`src/rtl/fifo_cc_pkg.sv`:
```
`timescale 1ns/1ps
package fifo_cc_pkg;

    typedef enum logic [1:0] {
        HS_IDLE,
        HS_READY,
        HS_TAKE,
        HS_HOLD
    } head_state_e;

    localparam int STROBE_BITS = 4;
    localparam int SB_LD_A     = 0;
    localparam int SB_LD_B     = 1;
    localparam int SB_UNLOAD   = 2;
    localparam int SB_CLEAR    = 3;

endpackage

```
`src/rtl/fifo_cc_sync.sv`:
```
`timescale 1ns/1ps
module fifo_cc_sync #(
    parameter int               WIDTH   = 4,
    parameter logic [WIDTH-1:0] RST_VAL = '1
) (
    input  logic             clk,
    input  logic             rst_n,
    input  logic [WIDTH-1:0] async_in,
    output logic [WIDTH-1:0] lvl,
    output logic [WIDTH-1:0] dly
);

    logic [WIDTH-1:0] stage1;
    logic [WIDTH-1:0] stage2;
    logic [WIDTH-1:0] stage3;

    // one synchronizer chain per strobe; each bit rests at its idle level
    for (genvar g = 0; g < WIDTH; g++) begin : g_bit
        always_ff @(posedge clk or negedge rst_n) begin
            if (!rst_n) begin
                stage1[g] <= RST_VAL[g];
                stage2[g] <= RST_VAL[g];
                stage3[g] <= RST_VAL[g];
            end else begin
                stage1[g] <= async_in[g];
                stage2[g] <= stage1[g];
                stage3[g] <= stage2[g];
            end
        end
    end

    assign lvl = stage2;
    assign dly = stage3;

endmodule

```
`src/rtl/fifo_cc_store.sv`:
```
`timescale 1ns/1ps
module fifo_cc_store #(
    parameter int DEPTH = 16,
    parameter int WIDTH = 5
) (
    input  logic             clk,
    input  logic             rst_n,
    input  logic             clear,
    input  logic             wr_req,
    input  logic             pop,
    input  logic [WIDTH-1:0] din,
    output logic [WIDTH-1:0] dout,
    output logic             in_ready,
    output logic             head_valid,
    output logic             more_after_pop,
    output logic             last_vac
);

    localparam int PTR_W = (DEPTH > 1) ? $clog2(DEPTH) : 1;
    localparam int CNT_W = $clog2(DEPTH + 1);
    localparam logic [CNT_W-1:0] FULL_CNT = CNT_W'(DEPTH);
    localparam logic [CNT_W-1:0] ONE_CNT  = CNT_W'(1);
    localparam logic [PTR_W-1:0] LAST_PTR = PTR_W'(DEPTH - 1);
    localparam logic [PTR_W-1:0] ONE_PTR  = PTR_W'(1);

    logic [WIDTH-1:0] mem [DEPTH];
    logic [PTR_W-1:0] wr_ptr;
    logic [PTR_W-1:0] rd_ptr;
    logic [CNT_W-1:0] count;
    logic [CNT_W-1:0] count_nxt;
    logic             wr_acc;
    logic             rd_acc;

    function automatic logic [PTR_W-1:0] bump(input logic [PTR_W-1:0] p);
        return (p == LAST_PTR) ? '0 : p + ONE_PTR;
    endfunction

    assign wr_acc = wr_req && (count != FULL_CNT) && !clear;
    assign rd_acc = pop && (count != '0) && !clear;

    always_comb begin
        count_nxt = count;
        if (wr_acc && !rd_acc) begin
            count_nxt = count + ONE_CNT;
        end else if (rd_acc && !wr_acc) begin
            count_nxt = count - ONE_CNT;
        end
    end

    always_ff @(posedge clk or negedge rst_n) begin
        if (!rst_n) begin
            wr_ptr <= '0;
            rd_ptr <= '0;
            count  <= '0;
        end else if (clear) begin
            wr_ptr <= '0;
            rd_ptr <= '0;
            count  <= '0;
        end else begin
            if (wr_acc) begin
                wr_ptr <= bump(wr_ptr);
            end
            if (rd_acc) begin
                rd_ptr <= bump(rd_ptr);
            end
            count <= count_nxt;
        end
    end

    always_ff @(posedge clk) begin
        if (wr_acc) begin
            mem[wr_ptr] <= din;
        end
    end

    assign dout           = mem[rd_ptr];
    assign in_ready       = (count != FULL_CNT);
    assign head_valid     = (count != '0);
    assign more_after_pop = (count > ONE_CNT) || wr_acc;
    // input side can take another word: after a write with room left, or a read from full
    assign last_vac       = (wr_acc && (count_nxt != FULL_CNT)) ||
                            (rd_acc && (count == FULL_CNT));

endmodule

```
`src/rtl/fifo_cc_head_fsm.sv`:
```
`timescale 1ns/1ps
module fifo_cc_head_fsm
    import fifo_cc_pkg::*;
(
    input  logic clk,
    input  logic rst_n,
    input  logic clear,
    input  logic strobe_lvl,
    input  logic strobe_rise,
    input  logic strobe_fall,
    input  logic head_valid,
    input  logic more_after_pop,
    output logic pop,
    output logic out_ready
);

    head_state_e state;
    head_state_e state_nxt;

    always_ff @(posedge clk or negedge rst_n) begin
        if (!rst_n) begin
            state <= HS_IDLE;
        end else begin
            state <= state_nxt;
        end
    end

    always_comb begin
        state_nxt = state;
        if (clear) begin
            state_nxt = strobe_lvl ? HS_IDLE : HS_HOLD;
        end else begin
            unique case (state)
                HS_IDLE: begin
                    if (strobe_fall) begin
                        state_nxt = HS_HOLD;
                    end else if (head_valid) begin
                        state_nxt = HS_READY;
                    end
                end
                HS_READY: begin
                    if (strobe_fall) begin
                        state_nxt = HS_TAKE;
                    end
                end
                HS_TAKE: begin
                    if (strobe_rise) begin
                        state_nxt = more_after_pop ? HS_READY : HS_IDLE;
                    end
                end
                HS_HOLD: begin
                    if (strobe_rise) begin
                        state_nxt = head_valid ? HS_READY : HS_IDLE;
                    end
                end
            endcase
        end
    end

    always_comb begin
        out_ready = (state == HS_READY);
        pop       = (state == HS_TAKE) && strobe_rise && !clear;
    end

endmodule

```
`src/rtl/fifo_cc_pulse.sv`:
```
`timescale 1ns/1ps
module fifo_cc_pulse #(
    parameter int PULSE_LEN = 3
) (
    input  logic clk,
    input  logic rst_n,
    input  logic trigger,
    output logic pulse_n
);

    localparam int CW = $clog2(PULSE_LEN + 1);
    localparam logic [CW-1:0] LOAD_VAL = CW'(PULSE_LEN);
    localparam logic [CW-1:0] ONE_VAL  = CW'(1);

    logic [CW-1:0] remain;

    always_ff @(posedge clk or negedge rst_n) begin
        if (!rst_n) begin
            remain <= '0;
        end else if (trigger) begin
            remain <= LOAD_VAL;
        end else if (remain != '0) begin
            remain <= remain - ONE_VAL;
        end
    end

    assign pulse_n = (remain == '0);

endmodule

```
`src/rtl/fifo_cascade_ctrl.sv`:
```
`timescale 1ns/1ps
module fifo_cascade_ctrl
    import fifo_cc_pkg::*;
#(
    parameter int DEPTH     = 16,
    parameter int WIDTH     = 5,
    parameter int PULSE_LEN = 3
) (
    input  logic             clk,
    input  logic             rst_n,
    input  logic             ld_a,
    input  logic             ld_b,
    input  logic [WIDTH-1:0] din,
    input  logic             unload_in,
    input  logic             clr_n,
    input  logic             oe_n,
    output logic [WIDTH-1:0] dout,
    output logic             dout_en,
    output logic             in_ready,
    output logic             out_ready,
    output logic             unload_out_n
);

    logic [STROBE_BITS-1:0] s_lvl;
    logic [STROBE_BITS-1:0] s_dly;
    logic [STROBE_BITS-1:0] s_raw;
    logic                   wr_req;
    logic                   unl_lvl;
    logic                   unl_rise;
    logic                   unl_fall;
    logic                   clr_evt;
    logic                   pop;
    logic                   head_valid;
    logic                   more_after_pop;
    logic                   last_vac;

    always_comb begin
        s_raw            = '1;
        s_raw[SB_LD_A]   = ld_a;
        s_raw[SB_LD_B]   = ld_b;
        s_raw[SB_UNLOAD] = unload_in;
        s_raw[SB_CLEAR]  = clr_n;
    end

    fifo_cc_sync #(
        .WIDTH   (STROBE_BITS),
        .RST_VAL ({STROBE_BITS{1'b1}})
    ) sync_i (
        .clk      (clk),
        .rst_n    (rst_n),
        .async_in (s_raw),
        .lvl      (s_lvl),
        .dly      (s_dly)
    );

    // either strobe clocks, the other gates
    assign wr_req   = (s_lvl[SB_LD_A] & ~s_dly[SB_LD_A] & s_lvl[SB_LD_B]) |
                      (s_lvl[SB_LD_B] & ~s_dly[SB_LD_B] & s_lvl[SB_LD_A]);
    assign unl_lvl  = s_lvl[SB_UNLOAD];
    assign unl_rise = s_lvl[SB_UNLOAD] & ~s_dly[SB_UNLOAD];
    assign unl_fall = ~s_lvl[SB_UNLOAD] & s_dly[SB_UNLOAD];
    assign clr_evt  = ~s_lvl[SB_CLEAR] & s_dly[SB_CLEAR];

    fifo_cc_store #(
        .DEPTH (DEPTH),
        .WIDTH (WIDTH)
    ) store_i (
        .clk            (clk),
        .rst_n          (rst_n),
        .clear          (clr_evt),
        .wr_req         (wr_req),
        .pop            (pop),
        .din            (din),
        .dout           (dout),
        .in_ready       (in_ready),
        .head_valid     (head_valid),
        .more_after_pop (more_after_pop),
        .last_vac       (last_vac)
    );

    fifo_cc_head_fsm head_i (
        .clk            (clk),
        .rst_n          (rst_n),
        .clear          (clr_evt),
        .strobe_lvl     (unl_lvl),
        .strobe_rise    (unl_rise),
        .strobe_fall    (unl_fall),
        .head_valid     (head_valid),
        .more_after_pop (more_after_pop),
        .pop            (pop),
        .out_ready      (out_ready)
    );

    fifo_cc_pulse #(
        .PULSE_LEN (PULSE_LEN)
    ) pulse_i (
        .clk     (clk),
        .rst_n   (rst_n),
        .trigger (last_vac),
        .pulse_n (unload_out_n)
    );

    assign dout_en = ~oe_n;

endmodule

```
`config.mk`:
```
export PLATFORM = sky130hd
export DESIGN_NAME = fifo_cascade_ctrl
export DESIGN_NICKNAME = d
export VERILOG_FILES = /design/src/rtl/fifo_cc_pkg.sv /design/src/rtl/fifo_cc_sync.sv /design/src/rtl/fifo_cc_store.sv /design/src/rtl/fifo_cc_head_fsm.sv /design/src/rtl/fifo_cc_pulse.sv /design/src/rtl/fifo_cascade_ctrl.sv
export SDC_FILE = /design/constraint.sdc
export NUM_CORES = 1
export LEC_CHECK = 0
export BUFFER_PORTS_ARGS = -buffer_cell sky130_fd_sc_hd__buf_2
export CAP_MARGIN = 20
export CELL_PAD_IN_SITES_DETAIL_PLACEMENT = 2
export CELL_PAD_IN_SITES_GLOBAL_PLACEMENT = 2
export CORE_MARGIN = 5
export CORE_UTILIZATION = 40
export DETAILED_ROUTE_END_ITERATION = 8
export PLACE_DENSITY_LB_ADDON = 0.1
export SLEW_MARGIN = 10
export SYNTH_ARGS = -nofsm -noshare
export SYNTH_HDL_FRONTEND = slang
export SYNTH_SLANG_ARGS = --single-unit
export TNS_END_PERCENT = 30
```
`constraint.sdc`:
```
create_clock -name clk -period 3.3 [get_ports clk]
set_input_delay 0.33 -clock clk [delete_from_list [all_inputs] [get_ports clk]]
set_output_delay 0.33 -clock clk [all_outputs]
set_load 0.005 [all_outputs]
```
==> flow_summary.toml, run 1 <==
[global_route]
grt_max_degree = 30
grt_pass1_wl_um = 18400
grt_overflow = 0
antenna_found_initial = 0
grt_usage = 0.178
grt_pass1_vias = 2844

[cts]
path_clk_slew_ps = 70
clockBufferDepth = 2
ctsHoldBuffers = 0
cts_max_level = 3
cts_setup_buffers = 0
cts_sinks = 109
clkLatencyLatePin_ps = 360
post_cts_resized = 0
cts_root_buf = "clkbuf_16"
cts_buffers = 9
tritoncts = "built"

[synthesis]
synth_cell_types = 46
synthArstFlopShare = 0.266
syn_avg_cell_area_sq_um = 15.9
netlist_instances = 298
ys.flop_type = "edfxtp_1"
ys_seq_elements = 109
yosysWarnings = 0
seq_area_frac_synth = 0.663
synthesis.nets = 320
netlist_area_sq_um = 4740
synth_edf_count = 80

[cells_and_area]
finalNonFillerCells = 466
fill_cells = 1105
areaGrowthSynthToFinish_pct = 12.3
nets = 340
drive_gt1_frac = 0.251
n_antenna_cell = 0

[timing]
drv_slew = 0
fin_crit_ps = 2780
slew_headroom = 0.459
fmax_mhz = 360
hold_viol = 0
clock-skew-final_ps = 9.98
rsz0062_at_grt = "false"
worst_pin_slew_ps = 805
setup_violations = 0
fin_setup_tns_ps = 0
finalCritPeriodShare = 0.841

[floorplanning]
die_x_um = 119
num_rows = 39
design.die.area_sq_um = 14100
ios = 21
start_util = 0.411
die_h_um = 119
core_sq_um = 11500

[hold_path]
hold_path.class = "in2async"

[detailed_routing]
drt-initial-drc-count = 197
vias_per_cell = 5.69
drcViolationCount = 0
firstDrtPassIters = 4
antenna_left = 0
routedWlPerCell_um = 25.2
wl_um = 11700
vias = 2650

[placement]
io_buffer_count = 20
gp_congestion = 0.755
dp_cells = 450
place_hpwl_um = 7930

[setup_path]
cp_slowest_cell = "nor3b_1"
worst_ep_required_time_ps = 3330
crit_chain = "inv_1, ha_1, nand4bb_1, nand4_1, nor3b_1, and2_1"
crit_buf_inv = 1
crit_path_max_incr_delay_ps = 540
crit_path_max_fanout = 9
regToRegStartpoint = "store_i.count[0]"
startpoint = "store_i.count[0]"
criticalPathCategory = "reg2reg"
critPathLaunchType = "flip-flop"
worstPathArrival_ps = 2800
cp_top_family = "simple AND/OR/NAND/NOR gates"
endpoint_kind = "flip-flop"

[power]
switching_share = 0.263
p_comb_frac = 0.163
vdd_ir_drop_max_mv = 0.503
leakage_nw = 1.83
p_switching_mw = 0.902
seq_power_share = 0.466
p_per_area_nw_per_um2 = 645
clkPwrFrac = 0.371
p_int_mw = 2.53

[run_status]
status = "complete, no violations"

[flow_run]
cap_violations = 0
## kinds of logic (layout without fill, tap and decap cells)
family          count (synthesis)  after routing  share of synthesized area
simple gates                   87             87                      0.105
flops                         109            109                      0.663
fa+ha+maj                      10             10                     0.0264
compound gates                 36             36                     0.0515
buf+inv                        25             50                     0.0238
xor+xnor                        5              5                    0.00925
mux                            26             26                      0.121
## power groups by stage
stage	Clock (mW)	Combinational [mW]	Sequential, mW
after detailed placement	0	0.568	1.63
after CTS	1.30	0.573	1.60
after global placement	0	0.546	1.63
after global routing	1.36	0.623	1.61
after floorplan	0	0.399	1.61
final	1.27	0.559	1.60
## cells in the final DEF (no fill, tap or decap), types with 2 or more instances in the layout
cell,instances
ha_1,10
nor2_1,16
bufinv_16,3
o21ai_0,12
nand3_1,7
nand4_1,2
nor3b_1,3
buf_2,20
and3_1,5
buf_4,4
nor4b_1,2
dfrtp_1,17
clkbuf_16,9
a311oi_1,4
a21oi_1,8
nor2b_1,2
inv_1,10
nand3b_1,2
nand2_1,13
nor4_1,3
xnor2_1,3
xor2_1,2
edfxtp_1,80
and2_1,17
nor3_1,4
mux4_2,25
nand2b_1,2
a2111oi_0,2
dfstp_2,12
or3_1,3
o31ai_1,2
## worst reg2reg max path: cells and delay by family, from the launching register on
kind,cells,cell delay (ps)
buffers and inverters,1,130
flip-flops,1,470
adder cells (fa/ha/maj),1,260
AND/OR/NAND/NOR,4,1580
## sequential cells by signal, indices dropped and copies added, names as in the netlist
name            flops
sync_i.dly          4
pulse_i.remain      2
sync_i.lvl          4
store_i.count       5
store_i.mem        80
store_i.rd_ptr      4
sync_i.stage1       4
store_i.wr_ptr      4
head_i.state        2
## area by class of cell
class / instances / area (sq um) / area share
tap: 143 / 179 / 0.0336
clock buffer: 10 / 229 / 0.0431
timing repair buffer: 24 / 130 / 0.0245
sequential: 109 / 3140 / 0.591
multi-input combinational: 164 / 1480 / 0.279
clock inverter: 6 / 118 / 0.0221
inverter: 10 / 37.5 / 0.00706
## per-stage QoR
step	area (sq um)	hold slack [ps]	worst slack, ps	power (mW)	util
3_5_place_dp	4970	347	528	2.20	0.432
3_3_place_gp	4970	346	585	2.17	0.432
6_report	5320	1.60	523	3.43	0.462
4_1_cts	5320	19.1	510	3.47	0.462
5_1_grt	5320	43.6	300	3.59	0.462
2_1_floorplan	4740	34.4	906	2.01	-
## final timing paths
path	to	slack (ps)	depth (start not counted)
setup / recovery	store_i.mem[4][4]	520	6
hold / removal	pulse_i.remain[0]	2	1
setup reg to reg	store_i.mem[4][4]	520	6
hold reg to reg	sync_i.lvl[2]	360	0
max in group asynchronous	store_i.wr_ptr[1]	2850	1
min in group clk	sync_i.stage1[2]	60	1
## Yosys cell counts (2+ instances only)
master	number	area (sq um)
nand4_1	2	12.5
nand3b_1	2	15.0
buf_2	3	15.0
clkbuf_1	8	30.0
nor4_1	3	18.8
a311oi_1	4	35.0
ha_1	10	125
nand3_1	7	35.0
and2_1	17	106
nand2b_1	2	12.5
edfxtp_1	80	2400
buf_1	2	7.51
or3_1	3	18.8
dfrtp_1	17	425
nor4b_1	2	17.5
nor3b_1	3	22.5
and3_1	5	31.3
nand2_1	13	48.8
nor3_1	4	20.0
mux4_2	25	563
xnor2_1	3	26.3
buf_6	2	22.5
inv_1	10	37.5
dfstp_2	12	315
nor2b_1	2	12.5
xor2_1	2	17.5
o31ai_1	2	15.0
a21oi_1	8	40.0
o21ai_0	12	60.1
a2111oi_0	2	17.5
nor2_1	16	60.1
## routing by layer
layer	vias up	global-route usage	part of all wire
met4	0	0.0456	0.011
met1	1411	0.255	0.49
met5	-	0	0
met3	12	0.0469	0.031
li1	1191	-	-
met2	36	0.274	0.47
Power figures use the tool's default switching activity.
==> run 2, diff against run 1 <==
Clock period 3.3 ns to 2.9 ns, I/O delays scaled along.
==> flow_summary.toml, run 2 (synthesis gave the netlist of run 1 again) <==
[global_route]
grt_max_degree = 30
grt_overflow = 0
grt_usage = 0.169
grt_pass1_wl_um = 17900
grt_pass1_vias = 2918
antenna_found_initial = 0

[cells_and_area]
areaGrowthSynthToFinish_pct = 12.0
drive_gt1_frac = 0.260
top_register = "store_i.mem"
nets = 344
n_antenna_cell = 0
final_common_cell = "edfxtp_1"
reg_top3 = "store_i.mem: 80 flops, store_i.count: 5 flops"
largest_reg_flops = 80
fin_util = 0.461
layout_common_cells = "edfxtp_1, mux4_2, buf_2"

[floorplanning]
design.die.area_sq_um = 14100
num_rows = 39
die_h_um = 119
start_util = 0.411
ios = 21
die_x_um = 119
core_sq_um = 11500

[detailed_routing]
vias = 2642
vias_per_cell = 5.62
antenna_left = 0
drcViolationCount = 0
firstDrtPassIters = 4
routedWlPerCell_um = 23.6
drt-initial-drc-count = 167
wl_um = 11100

[timing]
timing.hold.ws_ps = -28.6
drv_slew = 0
hold_viol = 17
setup_violations = 0
fmax_mhz = 382
fin_setup_tns_ps = 0
fin_crit_ps = 2620
clock-skew-final_ps = 5.21
rsz0062_at_grt = "false"
worst_pin_slew_ps = 856
slew_headroom = 0.415
finalCritPeriodShare = 0.902

[cts]
cts_setup_buffers = 0
cts_buffers = 9
cts_sinks = 109
ctsHoldBuffers = 0
tritoncts = "built"
clkLatencyLatePin_ps = 350
post_cts_resized = 0
clockBufferDepth = 2
cts_max_level = 3
path_clk_slew_ps = 70
cts_root_buf = "clkbuf_16"

[setup_path]
critPathLaunchType = "flip-flop"
worstPathArrival_ps = 2840
endpoint_kind = "flip-flop"
worst_ep_required_time_ps = 3120
crit_path_max_fanout = 6
criticalPathCategory = "reg2reg"

[hold_path]
hold_path.class = "in2async"

[placement]
gp_congestion = 0.773
place_hpwl_um = 7840
io_buffer_count = 20

[run_status]
violations = "negative hold slack"
status = "finished, violations left"

[power]
leakage_nw = 1.83
vdd_ir_drop_max_mv = 0.608
p_per_area_nw_per_um2 = 694

[flow_run]
cap_violations = 0
-- run 2: cell count changes in the layout (fill, tap and decap cells not counted), sizes merged --
cell    previous run  this run
buf               24        28
clkinv             0         1
bufinv             3         0
clkbuf            10         9
inv               12        15
-- run 2: final timing paths --
kind                                        from  cells past startpoint                end  slack, ps
worst max-delay path            store_i.count[1]                      9  pulse_i.remain[1]        280
max in group asynchronous                  rst_n                      1   store_i.count[1]       2490
min in group clk                            ld_a                      1   sync_i.stage1[0]         30
worst min register to register  sync_i.stage1[2]                      0      sync_i.lvl[2]        360
worst min-delay path                       rst_n                      1   store_i.count[4]        -30
worst max register to register  store_i.count[1]                      9  pulse_i.remain[1]        280
-- run 2: where the power goes --
group	switching [mW]	leakage, nW	total (mW)	internal [mW]
Sequential	0.0687	1.07	1.82	1.75
Combinational	0.373	0.620	0.667	0.295
Clock	0.587	0.143	1.19	0.608
Total	1.03	1.83	3.68	2.65
-- run 2: cell type report --
class                           count  area, sq um
Clock buffer                        9          225
Clock inverter                      7         65.1
Fill cell                        1092         6210
Inverter                           10         37.5
Multi-Input combinational cell    164         1480
Sequential cell                   109         3140
Tap cell                          143          179
Timing Repair Buffer               28          173
-- run 2: worst max-delay path, stage by stage, from the launching register on --
cell	delay, ps
dfrtp_1	440
inv_1	110
ha_1	240
nand4bb_1	260
nand4_1	340
buf_4	270
nor4_1	370
a311oi_2	90
nor4_1	250
a21oi_1	130
-- run 2: per-stage QoR --
step           instance area (sq um)  instances  worst slack [ps]  hold slack (ps)  total power [mW]
2_1_floorplan                   4740        298               506            -5.59              2.29
3_3_place_gp                    5010        454               458              345              2.50
3_5_place_dp                    5010        454               348              347              2.52
4_1_cts                         5300        470               308             1.15              3.73
5_1_grt                         5300        470              81.9             4.61              3.89
6_report                        5300        470               284            -28.6              3.68
-- run 2: per-layer routing --
metal / wire length (um) / vias to the layer above / share of wire / track usage
met5: 0 / - / 0 / 0
met4: 101 / 0 / 0.0091 / 0.0369
met1: 5320 / 1395 / 0.48 / 0.249
li1: - / 1199 / - / -
met3: 406 / 5 / 0.037 / 0.0403
met2: 5270 / 43 / 0.47 / 0.259
